**config.mk**
```make
export PLATFORM = sky130hd
export DESIGN_NAME = dtx_fault_classifier
export DESIGN_NICKNAME = d
export VERILOG_FILES = /design/src/rtl/dtx_pkg.sv /design/src/rtl/dtx_mode_sel.sv /design/src/rtl/dtx_check_chain.sv /design/src/rtl/dtx_event_counters.sv /design/src/rtl/dtx_fault_classifier.sv
export SDC_FILE = /design/constraint.sdc
export NUM_CORES = 1
export LEC_CHECK = 0
export ABC_AREA = 1
export ABC_CLOCK_PERIOD_IN_PS = 3200
export CORE_ASPECT_RATIO = 1.75
export CORE_MARGIN = 3
export CORE_UTILIZATION = 30
export CTS_CLUSTER_SIZE = 24
export DETAILED_ROUTE_END_ITERATION = 8
export PLACE_DENSITY_LB_ADDON = 0.3
export REMOVE_ABC_BUFFERS = 1
export SYNTH_ARGS = -nofsm -noshare
export SYNTH_HDL_FRONTEND = slang
export SYNTH_SLANG_ARGS = --single-unit
```
**constraint.sdc**
```tcl
create_clock -name clk -period 3.2 [get_ports clk]
set_clock_uncertainty 0.1 [all_clocks]
set_input_delay 0.48 -clock clk [delete_from_list [all_inputs] [get_ports clk]]
set_output_delay 0.48 -clock clk [all_outputs]
set_load 0.02 [all_outputs]
```
**src/rtl/dtx_pkg.sv**
```systemverilog
// Shared types for the data translation fault classifier.
// Assumes a single request per cycle; codes are fixed by the block spec.
package dtx_pkg;
    typedef enum logic [2:0] {
        FLT_NONE   = 3'd0,
        FLT_ALIGN  = 3'd1,
        FLT_ACV    = 3'd2,
        FLT_PAGE   = 3'd3,
        FLT_PTMISS = 3'd4,
        FLT_NMISS  = 3'd5,
        FLT_MCHK   = 3'd6
    } fault_e;

    typedef enum logic [1:0] {
        MODE_KERNEL = 2'd0,
        MODE_EXEC   = 2'd1,
        MODE_SUPER  = 2'd2,
        MODE_USER   = 2'd3
    } mode_e;

    typedef enum logic [1:0] {
        EV_NONE = 2'd0,
        EV_HIT  = 2'd1,
        EV_MISS = 2'd2,
        EV_ACV  = 2'd3
    } cnt_ev_e;

    localparam int ST_W     = 6;
    localparam int ST_WR    = 0;
    localparam int ST_ACV   = 1;
    localparam int ST_FONR  = 2;
    localparam int ST_FONW  = 3;
    localparam int ST_MISS  = 4;
    localparam int ST_BADVA = 5;
endpackage

```
**src/rtl/dtx_mode_sel.sv**
```systemverilog
// Effective-mode selector.
// Picks the privilege mode used for permission checks: the current mode
// normally, or (when the PC low bit is set) the alternate mode or kernel.
// Assumes all inputs are stable within the request cycle.
module dtx_mode_sel
    import dtx_pkg::*;
(
    input  logic  pc_lsb,
    input  logic  use_alt,
    input  mode_e cur_mode,
    input  mode_e alt_mode,
    output mode_e eff_mode
);
    // Select the mode that governs the enable-mask lookup.
    always_comb begin
        if (!pc_lsb)      eff_mode = cur_mode;
        else if (use_alt) eff_mode = alt_mode;
        else              eff_mode = MODE_KERNEL;
    end
endmodule

```
**src/rtl/dtx_check_chain.sv**
```systemverilog
// Prioritised check chain for one data access.
// Evaluates alignment, bypass, address form, direct-mapped window, lookup
// result and permissions in fixed order, then the physical range and the
// uncacheable rule. Purely combinational; assumes the lookaside response
// belongs to the address presented in the same cycle.
module dtx_check_chain
    import dtx_pkg::*;
#(
    parameter int VA_W      = 64,
    parameter int VA_IMPL_W = 48,
    parameter int PA_IMPL_W = 44,
    parameter int PG_SHIFT  = 13,
    parameter int PPN_W     = 32,
    parameter int SP_LO     = 41,
    parameter logic [6:0] SP_TAG = 7'h7E,
    parameter int UC_SPAN   = 8
) (
    input  logic [VA_W-1:0]  vaddr,
    input  logic [3:0]       size,
    input  logic             write,
    input  logic             phys,
    input  logic             ptacc,
    input  mode_e            cur_mode,
    input  mode_e            eff_mode,
    input  logic             tlb_hit,
    input  logic [PPN_W-1:0] tlb_ppn,
    input  logic [3:0]       tlb_rd_en,
    input  logic [3:0]       tlb_wr_en,
    input  logic             tlb_fonr,
    input  logic             tlb_fonw,
    output fault_e           fault,
    output logic [ST_W-1:0]  status,
    output logic [VA_W-1:0]  paddr,
    output logic             uncached,
    output cnt_ev_e          ev,
    output logic             tbl_acc
);
    localparam int SP_HI  = SP_LO + 6;
    localparam int HP_W   = PPN_W + PG_SHIFT;
    localparam int SX_BIT = PA_IMPL_W - 4;
    localparam int UC_BIT = PA_IMPL_W - 1;
    localparam logic [VA_W-1:0] IMPL_MASK = (VA_W'(1) << PA_IMPL_W) - VA_W'(1);
    localparam logic [VA_W-1:0] LOW_MASK  = (VA_W'(1) << SX_BIT) - VA_W'(1);
    localparam logic [VA_W-1:0] EXT_MASK  = IMPL_MASK & ~LOW_MASK;
    localparam logic [VA_W-1:0] UC_CLR    =
        ((VA_W'(1) << UC_SPAN) - VA_W'(1)) << (UC_BIT - UC_SPAN);

    logic [2:0]      size_mask;
    logic            misaligned;
    logic            canonical;
    logic            in_window;
    logic [VA_W-1:0] hit_pa;
    logic [VA_W-1:0] sp_raw;
    logic [VA_W-1:0] sp_pa;
    logic            range_chk;

    // Low-bit mask of the access size; unknown sizes act as one byte.
    always_comb begin
        case (size)
            4'd2:    size_mask = 3'b001;
            4'd4:    size_mask = 3'b011;
            4'd8:    size_mask = 3'b111;
            default: size_mask = 3'b000;
        endcase
    end

    // Address-shape predicates and candidate physical addresses.
    always_comb begin
        misaligned = |(vaddr[2:0] & size_mask);
        canonical  = (&vaddr[VA_W-1:VA_IMPL_W-1]) | ~(|vaddr[VA_W-1:VA_IMPL_W-1]);
        in_window  = (vaddr[SP_HI:SP_LO] == SP_TAG);
        hit_pa     = {{(VA_W-HP_W){1'b0}}, tlb_ppn, vaddr[PG_SHIFT-1:0]};
        sp_raw     = vaddr & IMPL_MASK;
        sp_pa      = sp_raw[SX_BIT] ? (sp_raw | EXT_MASK) : (sp_raw & LOW_MASK);
    end

    // Fixed-priority classification followed by the physical-address rules.
    always_comb begin
        fault     = FLT_NONE;
        status    = '0;
        paddr     = vaddr;
        uncached  = 1'b0;
        ev        = EV_NONE;
        tbl_acc   = 1'b0;
        range_chk = 1'b0;
        if (misaligned) begin
            fault         = FLT_ALIGN;
            status[ST_WR] = write;
        end else if (phys) begin
            ev        = EV_HIT;
            range_chk = 1'b1;
        end else if (!canonical) begin
            fault            = FLT_PAGE;
            status[ST_WR]    = write;
            status[ST_ACV]   = 1'b1;
            status[ST_BADVA] = 1'b1;
            ev               = EV_ACV;
        end else if (in_window) begin
            if (cur_mode != MODE_KERNEL) begin
                fault          = FLT_ACV;
                status[ST_WR]  = write;
                status[ST_ACV] = 1'b1;
                ev             = EV_ACV;
            end else begin
                paddr     = sp_pa;
                ev        = EV_HIT;
                range_chk = 1'b1;
            end
        end else begin
            tbl_acc = 1'b1;
            if (!tlb_hit) begin
                fault           = ptacc ? FLT_PTMISS : FLT_NMISS;
                status[ST_WR]   = write;
                status[ST_MISS] = 1'b1;
                ev              = EV_MISS;
            end else begin
                paddr = hit_pa;
                if (write) begin
                    if (!tlb_wr_en[eff_mode]) begin
                        fault           = FLT_PAGE;
                        status[ST_WR]   = 1'b1;
                        status[ST_ACV]  = 1'b1;
                        status[ST_FONW] = tlb_fonw;
                        ev              = EV_ACV;
                    end else if (tlb_fonw) begin
                        fault           = FLT_PAGE;
                        status[ST_WR]   = 1'b1;
                        status[ST_FONW] = 1'b1;
                        ev              = EV_ACV;
                    end else begin
                        ev        = EV_HIT;
                        range_chk = 1'b1;
                    end
                end else begin
                    if (!tlb_rd_en[eff_mode]) begin
                        fault           = FLT_ACV;
                        status[ST_ACV]  = 1'b1;
                        status[ST_FONR] = tlb_fonr;
                        ev              = EV_ACV;
                    end else if (tlb_fonr) begin
                        fault           = FLT_PAGE;
                        status[ST_FONR] = 1'b1;
                        ev              = EV_ACV;
                    end else begin
                        ev        = EV_HIT;
                        range_chk = 1'b1;
                    end
                end
            end
        end
        if (range_chk) begin
            if (|(paddr & ~IMPL_MASK)) begin
                fault = FLT_MCHK;
            end else if (paddr[UC_BIT]) begin
                uncached = 1'b1;
                paddr    = paddr & ~UC_CLR;
            end
        end
    end
endmodule

```
**src/rtl/dtx_event_counters.sv**
```systemverilog
// Read/write event counters.
// Keeps one counter per direction and per event kind (table access, hit,
// miss, violation) and forms the per-kind totals. Assumes at most one
// request per cycle; counters wrap at their width.
module dtx_event_counters
    import dtx_pkg::*;
#(
    parameter int CNT_W  = 16,
    parameter int N_KIND = 4
) (
    input  logic                          clk,
    input  logic                          rst_n,
    input  logic                          fire,
    input  logic                          write,
    input  logic                          tbl_acc,
    input  cnt_ev_e                       ev,
    output logic [N_KIND-1:0][CNT_W-1:0]  rd_cnt,
    output logic [N_KIND-1:0][CNT_W-1:0]  wr_cnt,
    output logic [N_KIND-1:0][CNT_W-1:0]  tot_cnt
);
    for (genvar d = 0; d < 2; d++) begin : g_dir
        for (genvar k = 0; k < N_KIND; k++) begin : g_kind
            logic             bump;
            logic [CNT_W-1:0] cnt;
            // Kind 0 counts table accesses; kinds 1..3 match the event code.
            always_comb begin
                if (k == 0) bump = fire && (write == (d == 1)) && tbl_acc;
                else        bump = fire && (write == (d == 1)) && (ev == cnt_ev_e'(k));
            end
            // Advance the counter on its event.
            always_ff @(posedge clk) begin
                if (!rst_n)    cnt <= '0;
                else if (bump) cnt <= cnt + CNT_W'(1);
            end
            if (d == 0) begin : g_rd
                assign rd_cnt[k] = cnt;
            end else begin : g_wr
                assign wr_cnt[k] = cnt;
            end
        end
    end

    for (genvar k = 0; k < N_KIND; k++) begin : g_tot
        assign tot_cnt[k] = rd_cnt[k] + wr_cnt[k];


        tot_step_chk: assert property (@(posedge clk) disable iff (!rst_n)
            (tot_cnt[k] == $past(tot_cnt[k])) || (tot_cnt[k] == $past(tot_cnt[k]) + CNT_W'(1)));
    end
endmodule

```
**src/rtl/dtx_fault_classifier.sv**
```systemverilog
// Data translation fault classifier (top).
// Drives the lookaside query, classifies each request through the check
// chain, registers the result one cycle later and updates event counters.
// Assumes the lookaside answers combinationally in the request cycle.
module dtx_fault_classifier
    import dtx_pkg::*;
#(
    parameter int VA_W      = 64,
    parameter int VA_IMPL_W = 48,
    parameter int PA_IMPL_W = 44,
    parameter int PG_SHIFT  = 13,
    parameter int PPN_W     = 32,
    parameter int ASN_W     = 8,
    parameter int CNT_W     = 16,
    localparam int VPN_W    = VA_IMPL_W - PG_SHIFT
) (
    input  logic              clk,
    input  logic              rst_n,
    input  logic              req_valid,
    input  logic [VA_W-1:0]   req_vaddr,
    input  logic [3:0]        req_size,
    input  logic              req_write,
    input  logic              req_phys,
    input  logic              req_alt,
    input  logic              req_ptacc,
    input  logic              pc_lsb,
    input  logic [1:0]        cur_mode,
    input  logic [1:0]        alt_mode,
    input  logic [ASN_W-1:0]  req_asn,
    output logic [VPN_W-1:0]  tlb_vpn,
    output logic [ASN_W-1:0]  tlb_asn,
    input  logic              tlb_hit,
    input  logic [PPN_W-1:0]  tlb_ppn,
    input  logic [3:0]        tlb_rd_en,
    input  logic [3:0]        tlb_wr_en,
    input  logic              tlb_fonr,
    input  logic              tlb_fonw,
    output logic              rsp_valid,
    output logic [VA_W-1:0]   rsp_paddr,
    output logic              rsp_uncached,
    output logic [2:0]        rsp_fault,
    output logic [ST_W-1:0]   rsp_status,
    output logic [CNT_W-1:0]  rd_acc_cnt,
    output logic [CNT_W-1:0]  rd_hit_cnt,
    output logic [CNT_W-1:0]  rd_miss_cnt,
    output logic [CNT_W-1:0]  rd_acv_cnt,
    output logic [CNT_W-1:0]  wr_acc_cnt,
    output logic [CNT_W-1:0]  wr_hit_cnt,
    output logic [CNT_W-1:0]  wr_miss_cnt,
    output logic [CNT_W-1:0]  wr_acv_cnt,
    output logic [CNT_W-1:0]  tot_acc_cnt,
    output logic [CNT_W-1:0]  tot_hit_cnt,
    output logic [CNT_W-1:0]  tot_miss_cnt,
    output logic [CNT_W-1:0]  tot_acv_cnt
);
    localparam int UC_BIT = PA_IMPL_W - 1;

    mode_e            eff_mode;
    fault_e           c_fault;
    logic [ST_W-1:0]  c_status;
    logic [VA_W-1:0]  c_paddr;
    logic             c_uc;
    cnt_ev_e          c_ev;
    logic             c_acc;
    logic [3:0][CNT_W-1:0] rd_cnt;
    logic [3:0][CNT_W-1:0] wr_cnt;
    logic [3:0][CNT_W-1:0] tot_cnt;

    assign tlb_vpn = req_vaddr[VA_IMPL_W-1:PG_SHIFT];
    assign tlb_asn = req_asn;

    dtx_mode_sel u_mode (
        .pc_lsb   (pc_lsb),
        .use_alt  (req_alt),
        .cur_mode (mode_e'(cur_mode)),
        .alt_mode (mode_e'(alt_mode)),
        .eff_mode (eff_mode)
    );

    dtx_check_chain #(
        .VA_W(VA_W), .VA_IMPL_W(VA_IMPL_W), .PA_IMPL_W(PA_IMPL_W),
        .PG_SHIFT(PG_SHIFT), .PPN_W(PPN_W)
    ) u_chain (
        .vaddr     (req_vaddr),
        .size      (req_size),
        .write     (req_write),
        .phys      (req_phys),
        .ptacc     (req_ptacc),
        .cur_mode  (mode_e'(cur_mode)),
        .eff_mode  (eff_mode),
        .tlb_hit   (tlb_hit),
        .tlb_ppn   (tlb_ppn),
        .tlb_rd_en (tlb_rd_en),
        .tlb_wr_en (tlb_wr_en),
        .tlb_fonr  (tlb_fonr),
        .tlb_fonw  (tlb_fonw),
        .fault     (c_fault),
        .status    (c_status),
        .paddr     (c_paddr),
        .uncached  (c_uc),
        .ev        (c_ev),
        .tbl_acc   (c_acc)
    );

    dtx_event_counters #(.CNT_W(CNT_W), .N_KIND(4)) u_cnt (
        .clk     (clk),
        .rst_n   (rst_n),
        .fire    (req_valid),
        .write   (req_write),
        .tbl_acc (c_acc),
        .ev      (c_ev),
        .rd_cnt  (rd_cnt),
        .wr_cnt  (wr_cnt),
        .tot_cnt (tot_cnt)
    );

    // Register the classification one cycle after the request.
    always_ff @(posedge clk) begin
        if (!rst_n) begin
            rsp_valid    <= 1'b0;
            rsp_paddr    <= '0;
            rsp_uncached <= 1'b0;
            rsp_fault    <= FLT_NONE;
            rsp_status   <= '0;
        end else begin
            rsp_valid <= req_valid;
            if (req_valid) begin
                rsp_paddr    <= c_paddr;
                rsp_uncached <= c_uc;
                rsp_fault    <= c_fault;
                rsp_status   <= c_status;
            end
        end
    end

    assign rd_acc_cnt   = rd_cnt[0];
    assign rd_hit_cnt   = rd_cnt[1];
    assign rd_miss_cnt  = rd_cnt[2];
    assign rd_acv_cnt   = rd_cnt[3];
    assign wr_acc_cnt   = wr_cnt[0];
    assign wr_hit_cnt   = wr_cnt[1];
    assign wr_miss_cnt  = wr_cnt[2];
    assign wr_acv_cnt   = wr_cnt[3];
    assign tot_acc_cnt  = tot_cnt[0];
    assign tot_hit_cnt  = tot_cnt[1];
    assign tot_miss_cnt = tot_cnt[2];
    assign tot_acv_cnt  = tot_cnt[3];


    resp_lat_chk: assert property (@(posedge clk) disable iff (!rst_n)
        req_valid |=> rsp_valid);


    resp_idle_chk: assert property (@(posedge clk) disable iff (!rst_n)
        !req_valid |=> !rsp_valid);


    clean_status_chk: assert property (@(posedge clk) disable iff (!rst_n)
        rsp_valid && (rsp_fault == FLT_NONE) |-> (rsp_status == '0));


    uc_clean_chk: assert property (@(posedge clk) disable iff (!rst_n)
        rsp_valid && rsp_uncached |-> (rsp_fault == FLT_NONE) && rsp_paddr[UC_BIT]);


    miss_bits_chk: assert property (@(posedge clk) disable iff (!rst_n)
        rsp_valid && ((rsp_fault == FLT_PTMISS) || (rsp_fault == FLT_NMISS))
        |-> rsp_status[ST_MISS] && !rsp_status[ST_ACV]);


    align_bits_chk: assert property (@(posedge clk) disable iff (!rst_n)
        rsp_valid && (rsp_fault == FLT_ALIGN) |-> (rsp_status[ST_W-1:1] == '0));
endmodule

```
==> run_results.csv <==
group,metric,value,unit
run_status,status,"complete, no violations",
global_routing,overflow,0,
routing,dr.pass1.iters,7,
routing,vias,14940,
clocking,worst_skew_pair.late_latency,0.53,ns
clocking,numCtsBuffers,23,
power_and_ir_drop,switchingPower,1634,uW
power_and_ir_drop,power.density,317.4,nW/um^2
clocking,cts.sinks,203,
sta,hold_viol_final,0,
run,max_cap_violations,0,
routing,routed_via_density,5.064,
power_and_ir_drop,seqPwrFrac,41.9,%
setup_path,r2r_cells,8,
hold_path,hold_class,"reg -> reg",
logic_synthesis,synthTopCellsByArea,"dfxtp_1 (30%), nand2_1 (12%), a21oi_1 (6.5%), ha_1 (6.4%), xor2_1 (5.2%)",
routing,antenna_left,0,
sta,clock.fmax,319.4,MHz
power_and_ir_drop,irDropWorstVdd,0.3440,mV
routing,routed_wl,57900,um
global_routing,grt_pass1_wl,85710,um
logic_synthesis,synth_edf_count,0,
routing,route.detailed.wl_per_inst,19.62,um
power_and_ir_drop,internal_power,4613,uW
clocking,cts_max_level,1,
die,die_h,285.2,um
finish,fill_cells,4412,
setup_path,arrival,2.55,ns
global_routing,grt_usage,23.35,%
setup_path,r2r-start,"u_cnt.g_dir[1].g_kind[0].cnt[0]",
setup_path,worstPathRequired,2.62,ns
hold_path,whs_path_depth,2,
logic_synthesis,async_flop_share,0,%
finish,final_nets,2566,
placed_design,io_buffers,424,
clocking,cts_tree,"built",
setup_path,cp-end-kind,"output port",
sta,fin_crit_sh,97.83,%
routing,drt-initial-drc-count,618,
die,die_w,165.5,um
hold_path,hold_end,"rsp_paddr[41]",
die,io_pins,441,
logic_synthesis,synth-seq-cells,203,
die,row_count,101,
clocking,clk_pin_slew,0.07,ns
logic_synthesis,ys_seq_area_share,30.41,%
sta,worst_pin_slew,0.6370,ns
power_and_ir_drop,p_clk_share,44.5,%
clocking,cts_buffer_depth,3,
global_routing,grt_max_degree,74,
placed_design,dp_hpwl,46380,um
logic_synthesis,synth_top_flop_cell,"dfxtp_1",
logic_synthesis,yosys.area.top_type,"dfxtp_1",
setup_path,r2r-end,"u_cnt.g_dir[1].g_kind[0].cnt[12]",
sta,relSlewSlack,57.14,%
logic_synthesis,synth_common_cells,"nand2_1 (419), dfxtp_1 (203), nor2_1 (179), a21oi_1 (174), inv_1 (137)",
placed_design,post-place-cells,2903,
logic_synthesis,syn_area,13360,um^2
power_and_ir_drop,switching_share,26.15,%
finish,stdcell_count,2951,
clocking,hold_buffers,0,
setup_path,critPathLaunch,"u_cnt.g_dir[1].g_kind[3].cnt[1]",
die,coreArea,43720,um^2
sta,hold_slack,0.3497,ns
sta,setup_viol,0,
setup_path,path_max_fanout,5,
die,start_util,30.56,%
sta,timing.final.crit_period,3.131,ns
clocking,cts_root_buffer,"clkbuf_16",
sta,final_max_slew_viol_count,0,
routing,route.detailed.drc,0,
logic_synthesis,synthCells,1870,
sta,rsz0062_at_grt,"true",
logic_synthesis,ys_types,55,
logic_synthesis,synth.most_common_cell,"nand2_1",
setup_path,cp-start-kind,"flip-flop",
placed_design,gp_congestion,0.9138,
global_routing,grt_pass1_vias,15090,
setup_path,worstSetupPathType,"reg -> out",
die,dieArea,47210,um^2
power_and_ir_drop,cellLeakagePower,0.008420,uW
logic_synthesis,ys_warn_count,0,
logic_synthesis,netlist.area_leader.share,30.41,%
finish,syn_to_final_growth,47.31,%
setup_path,reg2reg_slack,0.83,ns
power_and_ir_drop,pwr-share-comb,13.6,%
finish,drive_gt1_share,12.94,%
logic_synthesis,synth.avg_cell_area,7.145,um^2
hold_path,hp-start,"rsp_paddr[41]",
global_routing,antenna_found_initial,5,
==> registers in the layout, indices dropped and copies added (netlist names) <==
name                    count
rsp_status                  6
rsp_paddr                  64
rsp_fault                   3
rsp_valid                   1
rsp_uncached                1
u_cnt.g_dir.g_kind.cnt    128
==> power groups by stage <==
stage	clock network (uW)	registers (uW)	logic (uW)
6_report	2780	2620	848
5_1_grt	2950	2620	905
4_1_cts	2860	2620	849
3_5_place_dp	0	2680	844
3_3_place_gp	0	2670	841
2_1_floorplan	0	2750	218
==> per-layer routing <==
layer	vias up	share of wire, %	global-route usage [%]
met5	-	0	0
met4	0	7.6	16.00
met3	168	7.3	5.145
met2	625	51	43.94
met1	6907	34	21.71
li1	7244	-	-
==> worst max-delay path by stage <==
stage,endpoint,cells after the start
detailed placement,tot_acv_cnt[14],14
CTS,tot_acv_cnt[14],14
floorplan,rsp_paddr[43],3
finish,tot_acv_cnt[3],7
global placement,tot_acv_cnt[14],14
global route,tot_acv_cnt[14],14
==> logic make-up after synthesis <==
logic type / count (synthesis) / share of synthesized area [%]
buffers and inverters: 258 / 9.486
adder cells (fa/ha/maj): 72 / 6.967
flip-flops: 203 / 30.41
AND/OR/NAND/NOR: 884 / 30.65
XOR/XNOR: 136 / 8.915
AO/OA/AOI/OAI: 317 / 13.57
==> what timing repair did <==
action,in CTS,in global routing
buffers inserted,0,1
resized for setup,123,52
endpoints found under the hold margin,0,0
pin swaps,3,12
setup endpoints to repair,48,36
==> critical path: stages, from the launching register on <==
cell             delay, ns
dfxtp_1               0.31
buf_4                 0.15
ha_1                  0.27
nand3_1               0.07
nand2_1               0.15
buf_4                 0.15
xor2_1                0.22
clkdlybuf4s50_1       0.69
==> metrics by stage <==
step	setup TNS (ns)	area, um^2	setup WS [ns]	total power [uW]	util, %
2_1_floorplan	-31.73	12660	-0.5349	2964	-
3_3_place_gp	0	18850	0.02592	3515	43.11
3_5_place_dp	0	18850	0.02236	3520	43.11
4_1_cts	-0.04775	19580	-0.04775	6332	44.78
5_1_grt	-0.09736	19680	-0.09549	6477	45.00
6_report	0	19680	0.06946	6247	45.02
==> cell usage in the layout, fill, tap and decap left out, drive strengths merged, types with 4 or more instances in the layout <==
master,synthesis,layout
nand2,430,430
ha,68,68
nand3,91,91
clkdlybuf4s15,0,4
diode,0,5
clkdlybuf4s50,0,376
a211oi,5,5
fa,4,4
nor3b,7,7
buf,74,171
and3,4,4
nand4,89,89
or2,4,4
a31oi,8,8
a21o,7,7
nor2,194,194
dfxtp,203,203
clkinv,1,6
xor2,80,80
clkbuf,35,35
nor4,15,15
a21oi,175,175
inv,148,148
dlygate4sd2,0,23
a32o,18,18
a22o,11,11
o21ai,78,78
nor3,47,47
a21boi,4,4
xnor2,56,56
==> cell type report <==
cell class / count / area [um^2] / share of cell area (%)
antenna: 5 / 12.51 / 0.06357
multi-input combinational: 1409 / 8178 / 41.55
clock buffer: 32 / 639.4 / 3.248
inverter: 149 / 565.5 / 2.873
sequential: 203 / 4071 / 20.69
clock inverter: 10 / 133.9 / 0.6802
timing repair buffer: 577 / 5374 / 27.30
tap: 566 / 708.2 / 3.598
Power figures use the tool's default switching activity.
